$ cat config.mk
export PLATFORM = sky130hd
export DESIGN_NAME = eprom_rd_ctrl
export DESIGN_NICKNAME = d
export VERILOG_FILES = /design/src/rtl/eprom_rd_pkg.sv /design/src/rtl/eprom_rd_timer.sv /design/src/rtl/eprom_rd_seq.sv /design/src/rtl/eprom_rd_dpath.sv /design/src/rtl/eprom_rd_ctrl.sv
export SDC_FILE = /design/constraint.sdc
export NUM_CORES = 1
export LEC_CHECK = 0
export CAP_MARGIN = 20
export CORE_ASPECT_RATIO = 1.1
export CORE_UTILIZATION = 42
export CTS_CLUSTER_DIAMETER = 100
export CTS_CLUSTER_SIZE = 40
export DETAILED_ROUTE_END_ITERATION = 10
export MAX_ROUTING_LAYER = met4
export PLACE_DENSITY = 0.85
export SYNTH_ARGS = -nofsm -noshare
export SYNTH_HDL_FRONTEND = slang
export SYNTH_SLANG_ARGS = --single-unit
$ cat constraint.sdc
create_clock -name clk_i -period 2.5 [get_ports clk_i]
set_clock_uncertainty 0.05 [all_clocks]
set_input_delay 0.75 -clock clk_i [delete_from_list [all_inputs] [get_ports clk_i]]
set_output_delay 0.75 -clock clk_i [all_outputs]
set_load 0.02 [all_outputs]
$ cat src/rtl/eprom_rd_pkg.sv
`timescale 1ns/1ps
package eprom_rd_pkg;

   typedef enum logic [1:0] {
      ST_IDLE   = 2'd0,
      ST_ACCESS = 2'd1,
      ST_FLOAT  = 2'd2
   } rd_state_e;

   // Round-up division used to turn picosecond times into cycle counts.
   function automatic int ceil_div(input int num, input int den);
      return (num + den - 1) / den;
   endfunction

   function automatic int max2(input int a, input int b);
      return (a > b) ? a : b;
   endfunction

endpackage

$ cat src/rtl/eprom_rd_timer.sv
`timescale 1ns/1ps
module eprom_rd_timer #(
   parameter int CNT_W = 3
) (
   input  logic             clk_i,
   input  logic             rst_ni,
   input  logic             load_i,
   input  logic [CNT_W-1:0] load_val_i,
   input  logic             run_i,
   output logic [CNT_W-1:0] cnt_o,
   output logic             zero_o
);

   logic [CNT_W-1:0] cnt_q;

   always_ff @(posedge clk_i or negedge rst_ni) begin
      if (!rst_ni) begin
         cnt_q <= '0;
      end else if (load_i) begin
         cnt_q <= load_val_i;
      end else if (run_i && (cnt_q != '0)) begin
         cnt_q <= cnt_q - CNT_W'(1);
      end
   end

   assign cnt_o  = cnt_q;
   assign zero_o = (cnt_q == '0);

endmodule

$ cat src/rtl/eprom_rd_seq.sv
`timescale 1ns/1ps
module eprom_rd_seq
   import eprom_rd_pkg::*;
#(
   parameter int SAMPLE_CYC = 4,
   parameter int OE_CYC     = 2,
   parameter int FLOAT_CYC  = 2,
   parameter int CNT_W      = 3
) (
   input  logic clk_i,
   input  logic rst_ni,
   input  logic req_i,
   output logic accept_o,
   output logic capture_o,
   output logic ready_o,
   output logic ce_n_o,
   output logic oe_n_o
);

   localparam logic [CNT_W-1:0] LdAccess  = CNT_W'(SAMPLE_CYC - 1);
   localparam logic [CNT_W-1:0] LdFloat   = (FLOAT_CYC > 0) ? CNT_W'(FLOAT_CYC - 1) : '0;
   localparam logic [CNT_W-1:0] OeMark    = CNT_W'(OE_CYC);
   localparam bit               OeAtStart = (OE_CYC >= SAMPLE_CYC);

   rd_state_e        state_q;
   logic [CNT_W-1:0] cnt;
   logic             cnt_zero;
   logic             tmr_load;
   logic [CNT_W-1:0] tmr_val;
   logic             tmr_run;
   logic             ce_n_q;
   logic             oe_n_q;

   assign ready_o   = (state_q == ST_IDLE);
   assign accept_o  = ready_o & req_i;
   assign capture_o = (state_q == ST_ACCESS) && cnt_zero;
   assign tmr_load  = accept_o | capture_o;
   assign tmr_val   = accept_o ? LdAccess : LdFloat;
   assign tmr_run   = (state_q != ST_IDLE);

   eprom_rd_timer #(
      .CNT_W (CNT_W)
   ) u_timer (
      .clk_i      (clk_i),
      .rst_ni     (rst_ni),
      .load_i     (tmr_load),
      .load_val_i (tmr_val),
      .run_i      (tmr_run),
      .cnt_o      (cnt),
      .zero_o     (cnt_zero)
   );

   always_ff @(posedge clk_i or negedge rst_ni) begin
      if (!rst_ni) begin
         state_q <= ST_IDLE;
         ce_n_q  <= 1'b1;
         oe_n_q  <= 1'b1;
      end else begin
         case (state_q)
            ST_IDLE: begin
               if (accept_o) begin
                  state_q <= ST_ACCESS;
                  ce_n_q  <= 1'b0;
                  oe_n_q  <= ~OeAtStart;
               end
            end
            ST_ACCESS: begin
               if (cnt_zero) begin
                  ce_n_q  <= 1'b1;
                  oe_n_q  <= 1'b1;
                  state_q <= (FLOAT_CYC > 0) ? ST_FLOAT : ST_IDLE;
               end else if (cnt == OeMark) begin
                  oe_n_q  <= 1'b0;
               end
            end
            ST_FLOAT: begin
               if (cnt_zero) begin
                  state_q <= ST_IDLE;
               end
            end
            default: begin
               state_q <= ST_IDLE;
               ce_n_q  <= 1'b1;
               oe_n_q  <= 1'b1;
            end
         endcase
      end
   end

   assign ce_n_o = ce_n_q;
   assign oe_n_o = oe_n_q;

   p_oe_within_ce_r1: assert property (@(posedge clk_i) disable iff (!rst_ni)
      !oe_n_q |-> !ce_n_q)
      else $error("output gate low while chip select high");

   p_busy_after_accept_r7: assert property (@(posedge clk_i) disable iff (!rst_ni)
      (req_i && ready_o) |=> !ready_o)
      else $error("ready stayed high after an accepted request");

   p_standby_when_idle_r8: assert property (@(posedge clk_i) disable iff (!rst_ni)
      ready_o |-> (ce_n_q && oe_n_q))
      else $error("ROM enabled while idle");

endmodule

$ cat src/rtl/eprom_rd_dpath.sv
`timescale 1ns/1ps
module eprom_rd_dpath #(
   parameter int ADDR_W     = 18,
   parameter int DATA_W     = 16,
   parameter bit HOLD_RDATA = 1'b1
) (
   input  logic              clk_i,
   input  logic              rst_ni,
   input  logic              accept_i,
   input  logic              capture_i,
   input  logic [ADDR_W-1:0] addr_i,
   input  logic [DATA_W-1:0] rom_data_i,
   output logic [ADDR_W-1:0] rom_addr_o,
   output logic [DATA_W-1:0] rd_data_o,
   output logic              rd_valid_o
);

   logic [ADDR_W-1:0] addr_q;
   logic [DATA_W-1:0] data_q;
   logic              valid_q;

   always_ff @(posedge clk_i or negedge rst_ni) begin
      if (!rst_ni) begin
         addr_q  <= '0;
         data_q  <= '0;
         valid_q <= 1'b0;
      end else begin
         valid_q <= capture_i;
         if (accept_i) begin
            addr_q <= addr_i;
         end
         if (capture_i) begin
            data_q <= rom_data_i;
         end
      end
   end

   assign rom_addr_o = addr_q;
   assign rd_valid_o = valid_q;

   generate
      if (HOLD_RDATA) begin : g_hold
         assign rd_data_o = data_q;

         p_rdata_hold_r2: assert property (@(posedge clk_i) disable iff (!rst_ni)
            !rd_valid_o |-> $stable(rd_data_o))
            else $error("read data moved without a valid strobe");
      end else begin : g_mask
         assign rd_data_o = valid_q ? data_q : '0;
      end
   endgenerate

endmodule

$ cat src/rtl/eprom_rd_ctrl.sv
`timescale 1ns/1ps
module eprom_rd_ctrl
   import eprom_rd_pkg::*;
#(
   parameter int ADDR_W        = 18,
   parameter int DATA_W        = 16,
   parameter int CLK_PERIOD_PS = 20000,
   parameter int T_ACC_PS      = 70000,
   parameter int T_OE_PS       = 35000,
   parameter int T_FLOAT_PS    = 30000,
   parameter bit HOLD_RDATA    = 1'b1
) (
   input  logic              clk_i,
   input  logic              rst_ni,
   input  logic              req_i,
   input  logic [ADDR_W-1:0] addr_i,
   output logic              ready_o,
   output logic [DATA_W-1:0] rd_data_o,
   output logic              rd_valid_o,
   output logic [ADDR_W-1:0] rom_addr_o,
   output logic              rom_ce_n_o,
   output logic              rom_oe_n_o,
   input  logic [DATA_W-1:0] rom_data_i
);

   localparam int AccCyc    = ceil_div(T_ACC_PS, CLK_PERIOD_PS);
   localparam int OeCyc     = max2(ceil_div(T_OE_PS, CLK_PERIOD_PS), 1);
   localparam int SampleCyc = max2(max2(AccCyc, OeCyc), 1);
   localparam int FloatCyc  = ceil_div(T_FLOAT_PS, CLK_PERIOD_PS);
   localparam int CntW      = max2($clog2(max2(SampleCyc, FloatCyc) + 1), 1);

   generate
      if (CLK_PERIOD_PS < 1) begin : g_bad_clk
         $error("CLK_PERIOD_PS must be positive");
      end
      if ((ADDR_W < 1) || (DATA_W < 1)) begin : g_bad_width
         $error("ADDR_W and DATA_W must be positive");
      end
      if ((T_ACC_PS < 0) || (T_OE_PS < 0) || (T_FLOAT_PS < 0)) begin : g_bad_time
         $error("timing parameters must not be negative");
      end
   endgenerate

   logic accept;
   logic capture;

   eprom_rd_seq #(
      .SAMPLE_CYC (SampleCyc),
      .OE_CYC     (OeCyc),
      .FLOAT_CYC  (FloatCyc),
      .CNT_W      (CntW)
   ) u_seq (
      .clk_i     (clk_i),
      .rst_ni    (rst_ni),
      .req_i     (req_i),
      .accept_o  (accept),
      .capture_o (capture),
      .ready_o   (ready_o),
      .ce_n_o    (rom_ce_n_o),
      .oe_n_o    (rom_oe_n_o)
   );

   eprom_rd_dpath #(
      .ADDR_W     (ADDR_W),
      .DATA_W     (DATA_W),
      .HOLD_RDATA (HOLD_RDATA)
   ) u_dpath (
      .clk_i      (clk_i),
      .rst_ni     (rst_ni),
      .accept_i   (accept),
      .capture_i  (capture),
      .addr_i     (addr_i),
      .rom_data_i (rom_data_i),
      .rom_addr_o (rom_addr_o),
      .rd_data_o  (rd_data_o),
      .rd_valid_o (rd_valid_o)
   );

   p_addr_held_r5: assert property (@(posedge clk_i) disable iff (!rst_ni)
      (!rom_ce_n_o && $past(!rom_ce_n_o)) |-> $stable(rom_addr_o))
      else $error("ROM address moved during an access");

   p_single_valid_r2: assert property (@(posedge clk_i) disable iff (!rst_ni)
      rd_valid_o |=> !rd_valid_o)
      else $error("valid strobe longer than one cycle");

   p_release_on_capture_r6: assert property (@(posedge clk_i) disable iff (!rst_ni)
      rd_valid_o |-> (rom_ce_n_o && rom_oe_n_o))
      else $error("ROM still enabled in the valid cycle");

   generate
      if (FloatCyc > 0) begin : g_gap_chk
         p_float_gap_r6: assert property (@(posedge clk_i) disable iff (!rst_ni)
            $rose(rom_oe_n_o) |-> !ready_o)
            else $error("ready rose with no turnaround gap");
      end
   endgenerate

endmodule

* Word-level counts from Yosys, hierarchy flattened
Cells that the tools add are included.
Word-level totals: output and inout bits 38, input port bits 37, word-level logic and storage cells 42, bits in registers 42
Cells by class: reductions and logical operators 10, muxes and demuxes 14, add/subtract/negate cells 1, bitwise operators 3, eq/ne operators 7
Operators with widths (number):
- AND reduction 3 bit | 3
- 2-to-1 mux 2 bit | 4
- 2-to-1 mux 3 bit | 2
- != test 2 x 1 -> 1 bit (second input constant) | 3
- one-hot mux 1 bit (3 select lines) | 2
- one-hot mux 2 bit (3 select lines) | 1
- 2-to-1 mux 1 bit | 5
- nonzero test 2 bit | 2
- equality test 3 x 2 -> 1 bit (second input constant) | 1
- logical NOT 3 bit | 1
- != test 3 x 2 -> 1 bit (second input constant) | 1
- nonzero test 3 bit | 1
- subtractor 3 x 1 -> 3 bit (second input constant) | 1
- equality test 2 x 1 -> 1 bit (second input constant) | 1
- equality test 2 bit (second input constant) | 1
- logical AND 1 bit | 2
- logical NOT 2 bit | 1
- AND 1 bit | 1
- NOT 1 bit | 1
- OR 1 bit | 1

* Depth between registers and ports, before layout
depth after elaboration 4, depth in mapped cells 7, gate-level depth less buffers 5

* Cells and area by module
Synthesis repeated with hierarchy kept, for this count alone.
Second synthesis, totals: cell total of the unflattened synthesis 118, area total of the unflattened synthesis 1836.8 um^2
By module, submodules not included:
- eprom_rd_dpath | sequential area each 875.8 um^2, cells an instance 73, instances 1, area each 1396.3 um^2
- eprom_rd_seq | sequential area each 102.6 um^2, cells an instance 26, instances 1, area each 250.2 um^2
- eprom_rd_timer | sequential area each 75.1 um^2, cells an instance 19, instances 1, area each 190.2 um^2

* Worst setup path before layout
Ideal clock, no wire load.
path type flip-flop to flip-flop, start point register u_seq.u_timer.cnt_q[0] (netlist: u_seq.u_timer.cnt_o[0]), end point register u_dpath.data_q[10] (netlist: u_dpath.rd_data_o[10]), path slack 0.729 ns, clock period less this slack 1.771 ns, arrival time 1.596 ns, required time 2.325 ns, cell stages (with the launch flop) 8, buffers on the path 2, setup time 0.125 ns, cell sequence dfrtp_1 -> inv_1 -> ha_1 -> nor2b_2 -> and3b_1 -> buf_6 -> buf_6 -> mux2_4
On the way: cells in the longest elaborated chain, start to end 2
RTL lines:
- start: declaration | line eprom_rd_timer.sv:14 | logic [CNT_W-1:0] cnt_q;
- start signal: assignment | line eprom_rd_timer.sv:20 | cnt_q <= load_val_i;
- start signal: assignment | line eprom_rd_timer.sv:22 | cnt_q <= cnt_q - CNT_W'(1);
- logical NOT 3 bit | line eprom_rd_timer.sv:27 | assign zero_o = (cnt_q == '0);
- logical AND 1 bit | line eprom_rd_seq.sv:36 | assign capture_o = (state_q == ST_ACCESS) && cnt_zero;
- named net capture | line eprom_rd_ctrl.sv:45 | logic capture;
- end signal: assignment | line eprom_rd_dpath.sv:33 | data_q <= rom_data_i;
- end: declaration | line eprom_rd_dpath.sv:19 | logic [DATA_W-1:0] data_q;
The timed path passes the listed nets, and every way through them passes these cells. A chain may end at the register's enable or synchronous reset.

* Final worst setup path
start point register u_seq.state_q[0], end point output ready_o
On the way: cells in the longest elaborated chain, start to end 1
RTL lines:
- start: declaration | line eprom_rd_seq.sv:25 | rd_state_e state_q;
- start signal: assignment | line eprom_rd_seq.sv:71 | state_q <= (FLOAT_CYC > 0) ? ST_FLOAT : ST_IDLE;
- logical NOT 2 bit | line eprom_rd_seq.sv:34 | assign ready_o = (state_q == ST_IDLE);
- end: declaration | line eprom_rd_ctrl.sv:17 | output logic ready_o,
Every way passes these cells.

==> flow_summary_export.csv <==
group,metric,value,unit
global_route,grt_pass1_vias,1258,
route,routed_via_density,4.88,
placement,dp_hpwl,2.69,mm
sta,finalCriticalPeriod,2.41,ns
pwr,irDropWorstVdd,0.000676,V
clocking,cts_tree,"yes",
global_route,grt_overflow,0,
cells_and_area,final_common_cell,"clkdlybuf4s50_1",
floorplanning,dieArea,0.00449,mm^2
setup_path,worstPathRequired,1.70,ns
floorplanning,core,0.00399,mm^2
setup_path,critical_path_class,"reg2out",
sta,relSlewSlack,65.3,%
cells_and_area,finalNonFillerCells,243,
pwr,switching_share,34.9,%
route,ant_nets,0,
logic_synthesis,syn_inst,112,
global_route,grtUsageTotal,17.9,%
sta,finalWorstSetupSlack,0.0906,ns
route,firstDrtPassIters,4,
sta,worst_pin_slew,0.520,ns
logic_synthesis,seq_area_frac_synth,59.4,%
logic_synthesis,syn_nets,152,
clocking,insertion_delay,0.28,ns
logic_synthesis,netlist_area,0.00177,mm^2
logic_synthesis,synth_warnings,0,
clocking,post_cts_resized,0,
pwr,powerDensity,1400,mW/mm^2
placement,placed_cells,235,
pwr,clockPowerShare,13.9,%
setup_path,cp_max_fo,8,
global_route,antenna_found_initial,0,
clocking,cts-htree-levels,2,
route,dr_total_vias,1186,
floorplanning,dieHeight,70.1,um
sta,fin_tns_setup,0,ns
cells_and_area,nFillCells,300,
placement,portBuffers,74,
setup_path,start_kind,"register",
sta,setup_violations,0,
sta,whs,0.450,ns
cells_and_area,syn2layout_area_growth,48.8,%
cells_and_area,drive_gt1_share,26.7,%
sta,rsz0062_at_grt,"no",
placement,pre_cts_ws,0.317,ns
clocking,cts_root_buf,"clkbuf_8",
logic_synthesis,synth_edf_count,0,
global_route,grt_pass1_wl,5.91,mm
setup_path,arrival,1.61,ns
logic_synthesis,async_flop_share,100,%
sta,period_share,96.4,%
logic_synthesis,synth.avg_cell_area,15.8,um^2
pwr,p_sw,1.29,mW
placement,dpl-instance-area,0.00253,mm^2
clocking,cts.sinks,42,
sta,max_freq,0.415,GHz
route,wl_per_cell,14.9,um
pwr,power,3.71,mW
flow_run,cap_violations,0,
floorplanning,io_pins,75,
floorplanning,rows,24,
logic_synthesis,synth_ff_type,"dfrtp_1",
floorplanning,start_util,44.4,%
worst_hold_path,hp-class,"reg2reg",
logic_synthesis,synth-seq-cells,42,
pwr,p_comb_share,52.0,%
setup_path,critPathCaptureType,"output port",
route,drt_iter0_markers,28,
clocking,holdBufCountCts,0,
route,routed_wl,3.63,mm
sta,hold_violations,0,
global_route,grt_max_degree,43,
clocking,clkSlewWorstSetupHoldPaths,0.08,ns
run_status,status,"complete, no violations",
pwr,leakage,1.15,nW
sta,drv_slew,0,
floorplanning,fp.dieW,64.0,um
clocking,cts_buffers,5,
cells_and_area,final_cell_mix,"clkdlybuf4s50_1 (73), dfrtp_1 (40), mux2_4 (17), mux2_2 (17), clkbuf_8 (5)",
route,detail_route.drc_violations,0,
logic_synthesis,synth_cell_types,28,
placement,place_congestion,0.682,
cells_and_area,n_antenna_cell,0,
pwr,power_frac_seq,34.1,%
cells_and_area,design_area,0.00264,mm^2
cells_and_area,utilization,66.1,%
clocking,clockBufferDepth,2,
pwr,p_int,2.41,mW
clocking,post-cts-setup-buffer-count,0,
cells_and_area,final_nets,230,
==> worst max-delay path, cell delays in order, from the launching register on <==
cell,delay (ns)
dfrtp_1,0.49
nor2_4,0.21
clkdlybuf4s50_1,0.63
==> state kept, by name, summed over array words and instances (netlist names) <==
register and count:
u_seq.state_q 2, u_dpath.rom_addr_o 18, u_seq.oe_n_o 1, u_dpath.rd_data_o 16, u_dpath.rd_valid_o 1, u_seq.ce_n_o 1, u_seq.u_timer.cnt_o 3
==> synthesized netlist by cell type (2+ instances only) <==
cell	number	area share (%)
mux2_2	17	11
nor3_1	3	0.85
ha_1	3	2.1
o21ai_0	3	0.85
buf_6	3	1.9
nor2_1	2	0.42
dfrtp_1	40	56
dfstp_2	2	3.0
mux2_4	17	14
inv_1	4	0.85
==> per-layer routing <==
metal  vias to the layer above  share of wire, %  GRT usage [%]
met5                         -                 0              -
met1                       571                41           21.4
li1                        545                 -              -
met3                         4               8.0           5.07
met2                        66                50           29.6
met4                         0              0.77           4.55
==> area by class of cell <==
class                      instances  area [um^2]  area share, %
clock buffer                       5         68.8           2.61
clock inverter                     3         40.0           1.52
inverter                           4         15.0          0.569
multi-input combinational         61          646           24.5
sequential                        42         1050           39.9
tap                               52         65.1           2.47
timing repair buffer              76          751           28.4
==> logic make-up after synthesis <==
| logic type | after synthesis | share of synthesized area, % |
|---|---|---|
| DFF | 42 | 59.4 |
| muxes | 34 | 25.2 |
| and+or+nand+nor | 14 | 5.08 |
| AOI/OAI and AO/OA | 10 | 4.02 |
| buffers and inverters | 9 | 4.16 |
| adders and majority gates | 3 | 2.12 |
==> power by group through the flow <==
stage	logic [mW]	registers, mW	clock network [mW]
after floorplan	0.815	1.60	0
after global placement	1.88	1.25	0
after detailed placement	1.94	1.28	0
after CTS	1.95	1.27	0.540
after global routing	2.03	1.31	0.562
final	1.93	1.26	0.515
==> worst paths after layout <==
kind | slack, ns | from | endpoint | cells after the start
setup / recovery | 0.09 | u_seq.state_q[0] | ready_o | 2
hold / removal | 0.45 | u_seq.ce_n_o | u_seq.ce_n_o | 2
setup reg to reg | 0.54 | u_seq.u_timer.cnt_o[0] | u_dpath.rd_data_o[0] | 6
hold reg to reg | 0.45 | u_seq.ce_n_o | u_seq.ce_n_o | 2
max in group asynchronous | 1.56 | rst_ni | u_seq.oe_n_o | 2
min in group asynchronous | 0.47 | rst_ni | u_dpath.rom_addr_o[1] | 2
Note: power is estimated with default switching activity, not from simulation.
